[config.mk]
export PLATFORM = sky130hd
export DESIGN_NAME = irq4_ctrl
export DESIGN_NICKNAME = d
export VERILOG_FILES = /design/src/rtl/irq4_pkg.sv /design/src/rtl/irq4_regs.sv /design/src/rtl/irq4_arbiter.sv /design/src/rtl/irq4_isr_stack.sv /design/src/rtl/irq4_ctrl.sv
export SDC_FILE = /design/constraint.sdc
export NUM_CORES = 1
export LEC_CHECK = 0
export ABC_AREA = 1
export ABC_CLOCK_PERIOD_IN_PS = 10200
export CORE_AREA = 5 5 79 73
export DETAILED_ROUTE_END_ITERATION = 6
export DIE_AREA = 0 0 84 78
export PLACE_DENSITY = 0.79
export SYNTH_ARGS = -nofsm -noshare
export SYNTH_HDL_FRONTEND = slang
export SYNTH_SLANG_ARGS = --single-unit
[constraint.sdc]
create_clock -name clk_i -period 10.2 [get_ports clk_i]
set_clock_uncertainty 0.15 [all_clocks]
set_input_delay 1.53 -clock clk_i [delete_from_list [all_inputs] [get_ports clk_i]]
set_output_delay 1.53 -clock clk_i [all_outputs]
set_load 0.03 [all_outputs]
[src/rtl/irq4_pkg.sv]
package irq4_pkg;
  localparam int NUM_SRC = 7;
  localparam int NUM_LVL = 4;
  localparam int SRC_W   = $clog2(NUM_SRC);
  localparam int LVL_W   = $clog2(NUM_LVL);
  localparam int DATA_W  = 8;
  localparam int ADDR_W  = 2;

  typedef logic [SRC_W-1:0] src_t;
  typedef logic [LVL_W-1:0] lvl_t;

  // tie-break scan: slot k -> source index
  function automatic src_t poll_src(input int k);
    case (k)
      4:       return src_t'(6);
      5:       return src_t'(4);
      6:       return src_t'(5);
      default: return src_t'(k);
    endcase
  endfunction

  function automatic logic [DATA_W-1:0] vec_of(input src_t s);
    return {2'b00, s, 3'b011};
  endfunction
endpackage

[src/rtl/irq4_regs.sv]
module irq4_regs
  import irq4_pkg::*;
(
  input  logic                    clk_i,
  input  logic                    rst_ni,
  input  logic                    wr_en_i,
  input  logic [ADDR_W-1:0]       addr_i,
  input  logic [DATA_W-1:0]       wr_data_i,
  output logic [DATA_W-1:0]       rd_data_o,
  output logic                    glb_en_o,
  output logic [NUM_SRC-1:0]      src_en_o,
  output logic [NUM_SRC-1:0]      prio_lo_o,
  output logic [NUM_SRC-1:0]      prio_hi_o
);
  logic [DATA_W-1:0]  en_q;
  logic [NUM_SRC-1:0] lo_q, hi_q;

  always_ff @(posedge clk_i or negedge rst_ni) begin
    if (!rst_ni) begin
      en_q <= '0;
      lo_q <= '0;
      hi_q <= '0;
    end else if (wr_en_i) begin
      case (addr_i)
        2'd0:    en_q <= wr_data_i;
        2'd1:    lo_q <= wr_data_i[NUM_SRC-1:0];
        2'd2:    hi_q <= wr_data_i[NUM_SRC-1:0];
        default: ;
      endcase
    end
  end

  always_comb begin
    case (addr_i)
      2'd0:    rd_data_o = en_q;
      2'd1:    rd_data_o = DATA_W'(lo_q);
      2'd2:    rd_data_o = DATA_W'(hi_q);
      default: rd_data_o = '0;
    endcase
  end

  assign glb_en_o  = en_q[DATA_W-1];
  assign src_en_o  = en_q[NUM_SRC-1:0];
  assign prio_lo_o = lo_q;
  assign prio_hi_o = hi_q;
endmodule

[src/rtl/irq4_arbiter.sv]
module irq4_arbiter
  import irq4_pkg::*;
(
  input  logic [NUM_SRC-1:0] elig_i,
  input  logic [NUM_SRC-1:0] prio_lo_i,
  input  logic [NUM_SRC-1:0] prio_hi_i,
  output logic               found_o,
  output src_t               src_o,
  output lvl_t               lvl_o
);
  lvl_t lvl [NUM_SRC];

  for (genvar i = 0; i < NUM_SRC; i++) begin : g_lvl
    assign lvl[i] = {prio_hi_i[i], prio_lo_i[i]};
  end

  // strict '>' keeps the earlier slot on a tie
  always_comb begin
    found_o = 1'b0;
    src_o   = '0;
    lvl_o   = '0;
    for (int k = 0; k < NUM_SRC; k++) begin
      if (elig_i[poll_src(k)] && (!found_o || lvl[poll_src(k)] > lvl_o)) begin
        found_o = 1'b1;
        src_o   = poll_src(k);
        lvl_o   = lvl[poll_src(k)];
      end
    end
  end
endmodule

[src/rtl/irq4_isr_stack.sv]
module irq4_isr_stack
  import irq4_pkg::*;
(
  input  logic               clk_i,
  input  logic               rst_ni,
  input  logic               push_i,
  input  lvl_t               push_lvl_i,
  input  logic               pop_i,
  output logic               busy_o,
  output lvl_t               top_lvl_o,
  output logic [NUM_LVL-1:0] isr_o
);
  logic [NUM_LVL-1:0] isr_q, clr_mask, set_mask;

  always_comb begin
    top_lvl_o = '0;
    for (int l = 0; l < NUM_LVL; l++)
      if (isr_q[l]) top_lvl_o = lvl_t'(l);
  end

  assign busy_o   = |isr_q;
  assign clr_mask = (pop_i && busy_o) ? (NUM_LVL'(1) << top_lvl_o) : '0;
  assign set_mask = push_i ? (NUM_LVL'(1) << push_lvl_i) : '0;

  always_ff @(posedge clk_i or negedge rst_ni) begin
    if (!rst_ni) isr_q <= '0;
    else         isr_q <= (isr_q & ~clr_mask) | set_mask;
  end

  assign isr_o = isr_q;
endmodule

[src/rtl/irq4_ctrl.sv]
module irq4_ctrl
  import irq4_pkg::*;
(
  input  logic                  clk_i,
  input  logic                  rst_ni,
  input  logic                  wr_en_i,
  input  logic [ADDR_W-1:0]     addr_i,
  input  logic [DATA_W-1:0]     wr_data_i,
  output logic [DATA_W-1:0]     rd_data_o,
  input  logic [NUM_SRC-1:0]    req_i,
  input  logic [1:0]            ext_edge_i,
  input  logic                  reti_i,
  output logic                  vec_stb_o,
  output logic [DATA_W-1:0]     vec_o,
  output logic [NUM_SRC-1:0]    hw_clr_o
);
  logic               ea_w, found, busy, grant;
  logic [NUM_SRC-1:0] src_en, prio_lo, prio_hi, elig, self_clr;
  src_t               win_src;
  lvl_t               win_lvl, top_lvl;
  logic [NUM_LVL-1:0] isr_w;

  irq4_regs u_regs (
    .clk_i, .rst_ni, .wr_en_i, .addr_i, .wr_data_i, .rd_data_o,
    .glb_en_o(ea_w), .src_en_o(src_en), .prio_lo_o(prio_lo), .prio_hi_o(prio_hi)
  );

  assign elig = ea_w ? (req_i & src_en) : '0;

  irq4_arbiter u_arb (
    .elig_i(elig), .prio_lo_i(prio_lo), .prio_hi_i(prio_hi),
    .found_o(found), .src_o(win_src), .lvl_o(win_lvl)
  );

  assign grant = found && (!busy || win_lvl > top_lvl);

  irq4_isr_stack u_isr (
    .clk_i, .rst_ni, .push_i(grant), .push_lvl_i(win_lvl), .pop_i(reti_i),
    .busy_o(busy), .top_lvl_o(top_lvl), .isr_o(isr_w)
  );

  // flags cleared on entry: timers always, externals in edge mode
  assign self_clr = {3'b000, 1'b1, ext_edge_i[1], 1'b1, ext_edge_i[0]};

  always_ff @(posedge clk_i or negedge rst_ni) begin
    if (!rst_ni) begin
      vec_stb_o <= 1'b0;
      vec_o     <= '0;
      hw_clr_o  <= '0;
    end else begin
      vec_stb_o <= grant;
      hw_clr_o  <= grant ? ((NUM_SRC'(1) << win_src) & self_clr) : '0;
      if (grant) vec_o <= vec_of(win_src);
    end
  end
endmodule

==> run summary <==
• Post-synth EDFFs: 0
• actual transition at the worst max-transition pin: 538 ps
• CTS buffer count: 5
• overall fraction of global-route tracks in use: 18.6%
• total number of vias: 2,259
• peak ir drop on the vdd network: 106 uV
• met1 track utilization from global routing: 25.1%
• Crit Path Max Fanout: 8
• post-route clock period utilization: 92.1%
• CP Launch Point: req_i[0]
• Compound-Gate Fraction of Synth Area: 11.9%
• clock root buffer: sky130_fd_sc_hd__clkbuf_8
• path category of the worst min-delay check: flop to flop
• biggest cell delay along the critical path: 500 ps
• PortBufs: 40
• wire length reported by the detailed router: 6000 um
• number of hold buffers added after cts: 0
• Pre-antenna DRT Iters: 4
• area of combinational cells with multiple inputs: 0.00134 mm^2
• required time worst endpoint: 10,210 ps
• final net count: 412
• Max-cap violations: 0
• number of synthesized register bits: 35
• CP Data Arrival Time: 9400 ps
• Setup CP Type: input pin to flop
• pin count of the biggest net entering global routing: 36
• wire length of the first global-routing pass: 9950 um
• Post-Synthesis Cell Area: 0.00243 mm^2
• first-iteration detailed-routing DRC count: 163
• core occupancy in the finished layout: 63.0%
• library cell appearing most often on the critical path: sky130_fd_sc_hd__nand2_1
• Cells after Synth: 328
• Placement Rows: 24
• relative max-transition margin: 64.0%
• Fmax achieved: 107 MHz
• sort of element at the start of the critical path: input pin
• proportion of synthesized flip-flops having asynchronous set or reset: 100%
• clock-pin slew reported for the worst setup and hold paths after clock tree synthesis: 70 ps
• power density over the cells: 202 mW/mm^2
• Final min period: 9390 ps
• number of hold violations in the final report: 0
• total grt overflow: 0
• hold_ws: 331 ps
• number of setup violations in the final report: 0
• Sequential Area: 876 um^2
• area share of xor/xnor cells in the synthesized design: 0%
• Setup Total Neg Slack: 0 ps
• core area: 0.00480 mm^2
• met2 global-route usage: 31.3%
• met3 Use GR: 3.28%
• worst setup slack after placement: 252 ps
• DRC Markers: 0
• weighted congestion reported at the end of routability-driven placement: 0.851
• Leak: 1.58 nW
• main combinational cell family by area after synthesis: simple AND/OR/NAND/NOR gates
• antenna diode instance count: 0
• mux contribution to synthesized area: 0%
• via count of the first global-routing pass: 2,141
• antenna-violating nets left: 0
• fillers: 433
• fraction of layout instances using a drive strength above 1: 12.5%
• detailed-route wire length per cell: 13.6 um
• area fraction in and, or, nand and nor cells after synthesis: 34.3%
• post-synthesis adder-cell area fraction: 7.21%
• ports placed on the boundary: 47
• startpoint of the most critical register-to-register path: u_regs.en_q[7]$_DFFE_PN0P_
• minimum setup slack in the final design: 810 ps
• critical hold path startpoint: vec_o[4]$_DFFE_PN0P_
• insertion delay of the later-clocked pin in the worst-skew pair: 280 ps
• TritonCTS clock tree: built
• count of distinct cell types in the synthesized netlist: 32
• H-tree Lvls: 2
• warning count from the yosys run: 0
• clock sink count: 35
• Die Height: 78 um
• cell with the biggest individual delay on the critical path: sky130_fd_sc_hd__clkdlybuf4s50_1
• area of placed instances: 0.00286 mm^2
• sequential fraction of the synthesis area: 36.0%
• overall die area: 0.00655 mm^2
• design area: 0.00303 mm^2
• Top Usage Layer GRT: met2
• Initial Util: 50.6%
• Syn Area/Cell: 7.41 um^2
• category of the worst setup path capture point: flop
• detailed-route vias per instance: 5.12
• Main synth FF type: sky130_fd_sc_hd__dfrtp_1
• final number of max-transition violations: 0
• half-perimeter wire length of the detailed placement result: 4790 um
• number of antenna violations at the first check in global routing: 0
• Max Buffers Root-to-Sink: 2
• result of the run: completed
• signed area change from the synthesized netlist to the final layout: 24.5%
• horizontal extent of the die: 84 um
critical path, delay by kind of cell:
| kind | cells | cell delay [ps] |
|---|---|---|
| and+or+nand+nor | 33 | 3270 |
| buffers and inverters | 13 | 1370 |
| adders and majority gates | 7 | 1950 |
| AOI/OAI and AO/OA | 10 | 1270 |
layout make-up:
class | instances | area share [%]
inverter | 47 | 5.99
tap | 65 | 2.69
sequential | 35 | 28.9
timing repair buffer | 46 | 14.7
multi-input combinational | 240 | 44.4
clock buffer | 8 | 3.31
cell families (layout without fill, tap and decap cells):
family / after synthesis / after routing
and+or+nand+nor: 175 / 175
buffers and inverters: 58 / 101
AOI/OAI and AO/OA: 45 / 45
DFF: 35 / 35
adders and majority gates: 14 / 14
other: 1 / 6
cell usage in the layout, fill, tap and decap left out, drive strengths merged:
cell / Yosys / layout
a21oi: 2 / 2
a31oi: 1 / 1
buf: 8 / 6
clkbuf: 3 / 8
clkdlybuf4s50: 0 / 40
conb: 1 / 6
dfrtp: 35 / 35
ha: 14 / 14
inv: 47 / 47
nand2: 111 / 111
nand3: 36 / 36
nand4: 1 / 1
nor2: 19 / 19
nor3: 2 / 2
nor4b: 1 / 1
o211ai: 7 / 7
o21ai: 31 / 31
o21bai: 1 / 1
o31ai: 1 / 1
o41ai: 2 / 2
or2: 5 / 5
Yosys cell counts (4+ instances only):
master / count / area (um^2)
sky130_fd_sc_hd__o21ai_0: 28 / 140
sky130_fd_sc_hd__nand2_2: 7 / 43.8
sky130_fd_sc_hd__nand3_2: 5 / 50.1
sky130_fd_sc_hd__inv_1: 42 / 158
sky130_fd_sc_hd__dfrtp_1: 35 / 876
sky130_fd_sc_hd__o211ai_1: 7 / 52.6
sky130_fd_sc_hd__ha_1: 14 / 175
sky130_fd_sc_hd__nor2_1: 19 / 71.3
sky130_fd_sc_hd__inv_2: 4 / 15.0
sky130_fd_sc_hd__nand3_4: 4 / 70.1
sky130_fd_sc_hd__nand3_1: 27 / 135
sky130_fd_sc_hd__nand2_1: 103 / 387
sky130_fd_sc_hd__buf_4: 7 / 52.6
state kept, by name (all words and copies together) (netlist names):
name              cells
u_regs.prio_lo_o      7
u_regs.prio_hi_o      7
u_regs.en_q           8
vec_stb_o             1
u_isr.isr_o           4
vec_o                 4
hw_clr_o              4
timing repair:
action | CTS | global route
setup buffers | 0 | 5
resized for setup | 0 | 10
endpoints found under the setup margin | 0 | 13
endpoints found under the hold margin | 0 | 0
path summary, 6_finish.rpt:
kind                                              endpoint  slack [ps]  depth (start not counted)
setup reg to reg                      vec_o[1]$_DFFE_PN0P_        1900                         62
min in group asynchronous  u_regs.prio_hi_o[1]$_DFFE_PN0P_        1500                          2
hold / removal                        vec_o[4]$_DFFE_PN0P_         330                          2
hold reg to reg                       vec_o[4]$_DFFE_PN0P_         330                          2
max in group asynchronous             vec_o[5]$_DFFE_PN0P_        8070                          2
setup / recovery                      vec_o[1]$_DFFE_PN0P_         810                         63
report_power, final:
| part | leakage [nW] | switching [W] | internal (W) |
|---|---|---|---|
| registers | 0.440 | 0.0000303 | 0.000169 |
| clock network | 0.0515 | 0.0000457 | 0.0000616 |
| logic | 1.09 | 0.000182 | 0.000122 |
per-layer routing:
| metal | vias up | share of wire, % |
|---|---|---|
| li1 | 1136 | - |
| met1 | 1068 | 47 |
| met2 | 50 | 48 |
| met3 | 5 | 4.2 |
| met4 | 0 | 0.92 |
| met5 | - | 0 |
through the flow:
stage                     power, W  std cells
after floorplan           0.000391        333
after global placement    0.000463        428
after detailed placement  0.000476        428
after CTS                 0.000587        436
after global routing      0.000659        441
final                     0.000610        441
Power figures use the tool's default switching activity.
